--- src/rtl/scan_row_pkg.sv ---
package scan_row_pkg;
  typedef enum logic [1:0] {
    ROW_FUNC       = 2'b00,
    ROW_FLUSH      = 2'b01,
    ROW_SPLIT_LEFT = 2'b10,
    ROW_SPLIT      = 2'b11
  } row_code_e;
endpackage

--- src/rtl/scan_row_hdr.sv ---
module scan_row_hdr
  import scan_row_pkg::*;
(
  input  logic      clk,
  input  logic      rst_n,
  input  logic      shift_en,
  input  logic      set_n,
  input  logic      cap_strobe,
  input  logic      scan_in,
  output row_code_e code,
  output logic      hdr_so,
  output logic      freeze_q,
  output logic      strobe_q
);
  logic bit1_q, bit0_q;

  // header bits only move on a shift step, so capture cannot disturb them
  always_ff @(posedge clk or negedge rst_n) begin
    if (!rst_n) begin
      bit1_q <= 1'b0;
      bit0_q <= 1'b0;
    end else if (shift_en) begin
      bit1_q <= scan_in;
      bit0_q <= bit1_q;
    end
  end

  always_ff @(posedge clk or negedge rst_n) begin
    if (!rst_n) begin
      freeze_q <= 1'b0;
      strobe_q <= 1'b0;
    end else begin
      strobe_q <= cap_strobe;
      if (!set_n)
        freeze_q <= 1'b1;
      else if (strobe_q && !cap_strobe)
        freeze_q <= 1'b0;
    end
  end

  assign code   = row_code_e'({bit1_q, bit0_q});
  assign hdr_so = bit0_q;
endmodule

--- src/rtl/scan_row_mode.sv ---
module scan_row_mode
  import scan_row_pkg::*;
#(
  parameter int N_CELLS = 8
) (
  input  logic               clk,
  input  logic               rst_n,
  input  logic               capture,
  input  row_code_e          code,
  input  logic [N_CELLS-1:0] cell_q,
  output logic [N_CELLS-1:0] func_m,
  output logic [N_CELLS-1:0] ins_m
);
  logic [N_CELLS-1:0] live_c;
  logic [N_CELLS-1:0] live_q;

  // propagating mode bit: stays one across the leading run of ones
  generate
    for (genvar i = 0; i < N_CELLS; i++) begin : g_live
      if (i == 0) begin : g_head
        assign live_c[i] = (code == ROW_SPLIT);
        assign ins_m[i]  = !live_q[i] && (code == ROW_SPLIT_LEFT);
      end else begin : g_body
        assign live_c[i] = live_c[i-1] & cell_q[i-1];
        assign ins_m[i]  = !live_q[i] && live_q[i-1] && (code == ROW_SPLIT);
      end
      assign func_m[i] = (code == ROW_FUNC) || live_q[i];
    end
  endgenerate

  always_ff @(posedge clk or negedge rst_n) begin
    if (!rst_n)
      live_q <= '0;
    else if (!capture)
      live_q <= live_c;
  end
endmodule

--- src/rtl/scan_row_cell.sv ---
module scan_row_cell (
  input  logic clk,
  input  logic rst_n,
  input  logic shift_en,
  input  logic func_en,
  input  logic capture,
  input  logic flush_en,
  input  logic is_func,
  input  logic is_ins,
  input  logic func_d,
  input  logic scan_left,
  input  logic flush_left,
  input  logic put_in,
  output logic q
);
  always_ff @(posedge clk or negedge rst_n) begin
    if (!rst_n)
      q <= 1'b0;
    else if (shift_en)
      q <= scan_left;
    else if (func_en)
      q <= func_d;
    else if (capture) begin
      if (is_func)
        q <= func_d;
      else if (flush_en)
        q <= is_ins ? put_in : flush_left;
    end
  end
endmodule

--- src/rtl/scan_row_delay_cap.sv ---
module scan_row_delay_cap
  import scan_row_pkg::*;
#(
  parameter int N_CELLS = 8
) (
  input  logic               clk,
  input  logic               rst_n,
  input  logic               gm_a,
  input  logic               gm_b,
  input  logic               cap_strobe,
  input  logic               set_n,
  input  logic [N_CELLS-1:0] func_d,
  input  logic               put_in,
  input  logic               scan_in,
  output logic [N_CELLS-1:0] func_q,
  output logic               scan_out
);
  logic      shift_en, func_en, capture, flush_en;
  row_code_e code;
  logic      hdr_so, freeze_q, strobe_q;
  logic [N_CELLS-1:0] func_m, ins_m, cell_q;

  assign shift_en = !gm_a && gm_b;
  assign func_en  = !gm_a && !gm_b;
  assign capture  = gm_a && gm_b;
  assign flush_en = capture && cap_strobe && freeze_q;

  scan_row_hdr hdr_i (
    .clk(clk), .rst_n(rst_n), .shift_en(shift_en), .set_n(set_n),
    .cap_strobe(cap_strobe), .scan_in(scan_in), .code(code),
    .hdr_so(hdr_so), .freeze_q(freeze_q), .strobe_q(strobe_q)
  );

  scan_row_mode #(.N_CELLS(N_CELLS)) mode_i (
    .clk(clk), .rst_n(rst_n), .capture(capture), .code(code),
    .cell_q(cell_q), .func_m(func_m), .ins_m(ins_m)
  );

  generate
    for (genvar i = 0; i < N_CELLS; i++) begin : g_cell
      logic scan_l, flush_l;
      if (i == 0) begin : g_first
        assign scan_l  = hdr_so;
        assign flush_l = scan_in;
      end else begin : g_rest
        assign scan_l  = cell_q[i-1];
        assign flush_l = cell_q[i-1];
      end
      scan_row_cell cell_i (
        .clk(clk), .rst_n(rst_n), .shift_en(shift_en), .func_en(func_en),
        .capture(capture), .flush_en(flush_en), .is_func(func_m[i]),
        .is_ins(ins_m[i]), .func_d(func_d[i]), .scan_left(scan_l),
        .flush_left(flush_l), .put_in(put_in), .q(cell_q[i])
      );
    end
  endgenerate

  assign func_q   = cell_q;
  assign scan_out = cell_q[N_CELLS-1];
endmodule

--- config.mk ---
export PLATFORM = sky130hd
export DESIGN_NAME = scan_row_delay_cap
export DESIGN_NICKNAME = d
export VERILOG_FILES = /design/src/rtl/scan_row_pkg.sv /design/src/rtl/scan_row_hdr.sv /design/src/rtl/scan_row_mode.sv /design/src/rtl/scan_row_cell.sv /design/src/rtl/scan_row_delay_cap.sv
export SDC_FILE = /design/constraint.sdc
export NUM_CORES = 1
export LEC_CHECK = 0
export BUFFER_PORTS_ARGS = -buffer_cell sky130_fd_sc_hd__buf_4
export CELL_PAD_IN_SITES_DETAIL_PLACEMENT = 1
export CELL_PAD_IN_SITES_GLOBAL_PLACEMENT = 2
export CORE_MARGIN = 8
export CORE_UTILIZATION = 34
export DETAILED_ROUTE_END_ITERATION = 10
export PLACE_DENSITY_LB_ADDON = 0.1
export SLEW_MARGIN = 20
export SYNTH_ARGS = -nofsm -noshare
export SYNTH_HDL_FRONTEND = slang
export SYNTH_HIERARCHICAL = 1
export SYNTH_SLANG_ARGS = --single-unit
--- constraint.sdc ---
create_clock -name clk -period 2.2 [get_ports clk]
set_clock_uncertainty 0.2 [all_clocks]
set_input_delay 0.55 -clock clk [delete_from_list [all_inputs] [get_ports clk]]
set_output_delay 0.55 -clock clk [all_outputs]
set_load 0.03 [all_outputs]
==> metrics, run 1 <==
run status finished clean; part of the power in registers 0.369; Worst Setup Start Kind flip-flop; first-pass GRT wire length around 6300 um; setup TNS 0 ns; root buffer cell clkbuf_8; worst-margin pin slew around 0.38 ns; placed cells approximately 220; critical path data arrival time a little under 2 ns; via count around 1,200; hpwl dp between 2000 and 3000 um; drt first pass iters 4; Final min period 2.00 ns; Rows 23; CTS sink cnt 20; largest net degree at the start of global routing 27; number of global-route vias before repair approximately 1,300; P&R area growth vs syn 17.4%; final net count between 150 and 200; I/O Pins 25; WL/cell 17.2 um; max-cap violations 0; multi-input logic area 835 um^2; CTS tree done; Fmax between 0.4 and 0.5 GHz; Slew Viols, Final 0; H-tree levels 1; layout cells sized above 1 0.345; Syn Inst Count between 150 and 200; type of the worst setup path flip-flop to flip-flop; final worst slack around 0.20 ns; DIE WIDTH approximately 81 um; internal power roughly 900 uW; final worst path period share 0.911; CP endpoint kind flip-flop; power share of the combinational group 0.431; total grt overflow 0; Filler cells around 480; core area around 0.0041 mm^2; Seq cells post-synth 20; cts hold-fix bufs 1; # setup viols final 0; Mapped Area 0.00145 mm^2; die height slightly above 80 um; final hold vios 0; worst-skew pair later-pin latency around 0.26 ns; register area approximately 500 um^2; PwrDens between 800 and 900 mW/mm^2; WL final 3850 um; Largest stage delay, worst path about 0.46 ns; Ys Warns 6; synthesized area per cell ~9.5 um^2; worst path cell trace nand2_1 -> nor3b_1 -> mux2_4 -> o311ai_2 -> a2bb2oi_1; initial core utilization 0.358; Post-Layout Cell Count ~220; Hold WC Path Type primary input to flip-flop; Worst Path Buf+Inv 0; Inserted Diodes 0; static leakage roughly 0.00077 uW; drc violations 0; syn_nets around 170; die area between 0.006 and 0.007 mm^2; Cell variety after synth 23; Avg Vias per Cell 5.36; Clk pwr share 0.200; CP max FO 8; delay-heaviest family, CP simple AND/OR/NAND/NOR gates; worst rel slew slack 0.749; TritonCTS buffer count 3; RSZ-0062 raised after global routing no; Post-DRT Antenna Nets 0; port buffer count 24; number of antenna violations at the first check in global routing 0; post-cts resize count 0; Setup WS pre-CTS 0.211 ns; register area share after synthesis 0.344; Critical Path RT about 2.1 ns; GPL Wtd Cong around 0.74; P_sw 559 uW; clock slew seen by the registers of the worst setup and hold paths around 0.080 ns; Peak VDD IR around 0.36 mV; Post-CTS Setup Inserts 0; Total GRT Usage 0.122; Switching Share 0.384; DRT iter0 DRCs 32; slowest CP cell dfrtp_1; clk buf depth 2
-- cell usage in the layout, fill, tap and decap left out, drive strengths merged --
cell,count
nand2b,1
inv,11
clkbuf,4
buf,27
nor3b,8
dfrtp,20
and4,1
dlygate4sd3,1
o21ai,14
nand3,1
o31ai,3
or2,8
o311ai,8
a22oi,8
nor2,10
mux2,10
a2bb2oi,8
nand4,1
o21bai,8
nor2b,2
nand2,18
and2,1
nand4b,1
-- per-layer routing --
layer	vias to the layer above	part of all wire	track usage
met4	0	0.0060	0.0321
li1	591	-	-
met5	-	0	0
met2	13	0.49	0.209
met1	595	0.47	0.150
met3	2	0.037	0.0254
-- area by class of cell --
| class | count | area share |
|---|---|---|
| well taps | 50 | 0.0367 |
| multi-input cells | 111 | 0.489 |
| clock buffers | 4 | 0.0323 |
| inverters | 11 | 0.0242 |
| flip-flops and latches | 20 | 0.293 |
| repair buffers | 28 | 0.125 |
-- logic make-up (layout without fill, tap and decap cells) --
logic type             count (synthesis)  count (layout)  share of synthesized area
AO/OA/AOI/OAI                         49              49                      0.284
buffers and inverters                 22              43                     0.0835
flip-flops                            20              20                      0.344
multiplexers                          10              10                     0.0981
AND/OR/NAND/NOR                       52              52                      0.190
-- flip-flops by register name, indices dropped and copies added (netlist names) --
signal           flops
hdr_i/hdr_so         1
hdr_i/freeze_q       1
mode_i/live_q        8
hdr_i/strobe_q       1
g_cell.cell_i/q      8
hdr_i/bit1_q         1
-- cells in the mapped netlist --
cell type  number  area share
dfrtp_1        20        0.34
nand2_1        18       0.046
o21ai_0        14       0.048
inv_1          11       0.028
buf_4          10       0.052
nor2_1         10       0.026
a22oi_1         8       0.041
a2bb2oi_1       8       0.048
mux2_4          8       0.083
nor3b_1         8       0.041
o21bai_1        8       0.041
o311ai_2        8       0.089
or2_2           8       0.034
o31ai_1         3       0.015
mux2_2          2       0.015
nor2b_1         2      0.0086
and2_2          1      0.0052
and4_1          1      0.0060
buf_2           1      0.0034
nand2b_1        1      0.0043
nand3_1         1      0.0034
nand4_2         1      0.0086
nand4b_1        1      0.0060
-- through the flow --
stage | util | hold WS (ns) | power, uW | area, um^2
floorplan | - | 0.0544 | 1030 | 1460
global route | 0.421 | 0.205 | 1550 | 1710
CTS | 0.421 | 0.207 | 1480 | 1710
finish | 0.421 | 0.212 | 1460 | 1710
global placement | 0.405 | 0.254 | 1160 | 1640
detailed placement | 0.405 | 0.253 | 1180 | 1640
-- worst paths after layout --
check	startpoint	endpoint	slack, ns	cells after the start
min	cap_strobe	hdr_i/strobe_q$_DFF_PN0_	0.21	1
max in group asynchronous	rst_n	g_cell[1].cell_i/q$_DFFE_PN0P_	1.08	2
max	hdr_i/bit1_q$_DFFE_PN0P_	g_cell[4].cell_i/q$_DFFE_PN0P_	0.20	5
min reg2reg	mode_i/live_q[7]$_DFFE_PN0N_	mode_i/live_q[7]$_DFFE_PN0N_	0.31	2
max reg2reg	hdr_i/bit1_q$_DFFE_PN0P_	g_cell[4].cell_i/q$_DFFE_PN0P_	0.20	5
min in group asynchronous	rst_n	g_cell[6].cell_i/q$_DFFE_PN0P_	0.50	2
-- power by group through the flow --
stage,Clock [uW],Combinational [uW],Sequential (uW)
floorplan,0,519,516
global placement,0,615,543
detailed placement,0,633,547
CTS,299,636,541
global route,317,679,557
finish,291,627,538
(Power assumes the default switching activity.)
==> run 2: changes to the inputs <==
--- a/config.mk
+++ b/config.mk
@@ -5,7 +5,7 @@
 export SDC_FILE = /design/constraint.sdc
 export NUM_CORES = 1
 export LEC_CHECK = 0
-export BUFFER_PORTS_ARGS = -buffer_cell sky130_fd_sc_hd__buf_4
+export BUFFER_PORTS_ARGS = -buffer_cell sky130_fd_sc_hd__buf_2
 export CELL_PAD_IN_SITES_DETAIL_PLACEMENT = 1
 export CELL_PAD_IN_SITES_GLOBAL_PLACEMENT = 2
 export CORE_MARGIN = 8
==> metrics, run 2 (synthesis results as in run 1) <==
worst-margin pin slew 0.509 ns (+0.133 ns); layout cells sized above 1 0.353 (+0.00777); PwrDens 867 mW/mm^2 (+1.6%); TritonCTS buffer count 3 (unchanged); Hold WC Path Type primary input to async pin; commonest non-fill, non-tap cells in the layout buf_2 (24), dfrtp_1 (20), nand2_1 (18); RSZ-0062 raised after global routing no; drc violations 0 (unchanged); Slew Viols, Final 0 (unchanged); Largest stage delay, worst path 0.46 ns (about the same); type of the worst setup path flip-flop to flip-flop; die area 0.00662 mm^2 (unchanged); DRT iter0 DRCs 42 (+31%); H-tree levels 1 (unchanged); Peak VDD IR 0.345 mV (-4.3%); WL/cell 17.7 um (+3.3%); first-pass GRT wire length 6670 um (+5.2%); CP max FO 8 (unchanged); CTS sink cnt 20 (unchanged); CTS tree done; Final min period 2.05 ns (+0.0436 ns); CP endpoint kind flip-flop; slowest CP cell dfrtp_1; max-cap violations 0 (unchanged); hpwl dp 2750 um (-0.19%); cts hold-fix bufs 0 (-1); Worst Path Buf+Inv 0 (unchanged); Fmax 0.489 GHz (-2.1%); drt first pass iters 4 (unchanged); clock slew seen by the registers of the worst setup and hold paths 0.08 ns (about the same); run status finished clean; GPL Wtd Cong 0.739 (-0.11%); Critical Path RT 2.15 ns (about the same); die height 81.4 um (unchanged); post-cts resize count 0 (unchanged); core area 0.00406 mm^2 (unchanged); Post-DRT Antenna Nets 0 (unchanged); Avg Vias per Cell 5.39 (+0.53%); largest net degree at the start of global routing 27 (unchanged); commonest non-fill, non-tap cell in the layout buf_2; # setup viols final 0 (unchanged); Worst Setup Start Kind flip-flop; Post-CTS Setup Inserts 0 (unchanged); DIE WIDTH 81.4 um (unchanged); worst rel slew slack 0.661 (-0.0885); Inserted Diodes 0 (unchanged); port buffer count 24 (unchanged); multi-input logic area 840 um^2 (+0.60%); Min Hold Slack 0.0441 ns (-0.168 ns); number of global-route vias before repair 1,316 (+3.2%); static leakage 0.000745 uW (-3.4%); final worst path period share 0.930 (+0.0198); total grt overflow 0 (unchanged); final net count 190 (-0.52%); I/O Pins 25 (unchanged); clk buf depth 2 (unchanged); Rows 23 (unchanged); worst-skew pair later-pin latency 0.26 ns (about the same); delay-heaviest family, CP simple AND/OR/NAND/NOR gates; via count 1,202 (+0.083%); critical path data arrival time 1.99 ns (+0.05 ns); worst path cell trace nand2_1 -> nor3b_1 -> mux2_4 -> o311ai_2 -> a2bb2oi_1; Total GRT Usage 0.131 (+0.00866); top flop regs g_cell.cell_i/q x8, mode_i/live_q x8; Filler cells 484 (+1.7%); root buffer cell clkbuf_8; setup TNS 0 ns (unchanged); Pwr Total 1420 uW (-2.3%); WL final 3960 um (+2.9%); initial core utilization 0.358 (unchanged); P&R area growth vs syn 12.9%; number of antenna violations at the first check in global routing 0 (unchanged); register area 500 um^2 (unchanged); final hold vios 0 (unchanged)
-- run 2: changes by cell type in the layout (fill, tap and decap cells not counted) --
cell,before,now
dlygate4sd3_1,1,0
nor3b_1,8,7
buf_2,0,24
nor3b_2,0,1
buf_4,27,3
-- run 2: where the power goes --
group          internal (uW)  switching, uW  total, uW
clock                    160            135        295
sequential               437            103        539
combinational            264            324        589
total                    861            562       1420
-- run 2: cell type report --
cell class / count / area share
Multi-Input combinational cell: 111 / 0.511
Sequential cell: 20 / 0.305
Timing Repair Buffer: 27 / 0.0869
Tap cell: 50 / 0.0381
Clock buffer: 4 / 0.0335
Inverter: 11 / 0.0252
-- run 2: path summary, 6_finish.rpt --
kind                                              startpoint  cells past startpoint  slack [ns]                        endpoint
max in group asynchronous                              rst_n                      1        1.41      hdr_i/freeze_q$_DFFE_PN0P_
worst max-delay path                hdr_i/hdr_so$_DFFE_PN0P_                      5        0.15  g_cell[4].cell_i/q$_DFFE_PN0P_
worst min register to register  mode_i/live_q[3]$_DFFE_PN0N_                      2        0.33    mode_i/live_q[3]$_DFFE_PN0N_
worst min-delay path                                   rst_n                      1        0.04  g_cell[5].cell_i/q$_DFFE_PN0P_
worst max register to register      hdr_i/hdr_so$_DFFE_PN0P_                      5        0.15  g_cell[4].cell_i/q$_DFFE_PN0P_
min in group clk                                  cap_strobe                      1        0.22        hdr_i/strobe_q$_DFF_PN0_
-- run 2: worst reg2reg max path: stages (launching register included) --
cell	delay (ns)
dfrtp_1	0.46
nand2_1	0.27
nor3b_1	0.35
mux2_4	0.33
o311ai_2	0.22
a2bb2oi_1	0.09
-- run 2: metrics by stage --
stage / worst slack, ns / area (um^2) / util / cells
global placement: 0.224 / 1580 / 0.390 / 219
finish: 0.153 / 1640 / 0.405 / 223
floorplan: 0.0107 / 1460 / - / 153
detailed placement: 0.179 / 1580 / 0.390 / 219
CTS: 0.160 / 1640 / 0.403 / 223
global route: 0.0161 / 1640 / 0.405 / 223
-- run 2: routing by layer --
| metal | up-vias | wire, um | track usage |
|---|---|---|---|
| met5 | - | 0 | 0 |
| met4 | 0 | 57 | 0.0482 |
| met3 | 4 | 155 | 0.0210 |
| met2 | 19 | 1950 | 0.220 |
| met1 | 590 | 1800 | 0.163 |
| li1 | 589 | - | - |
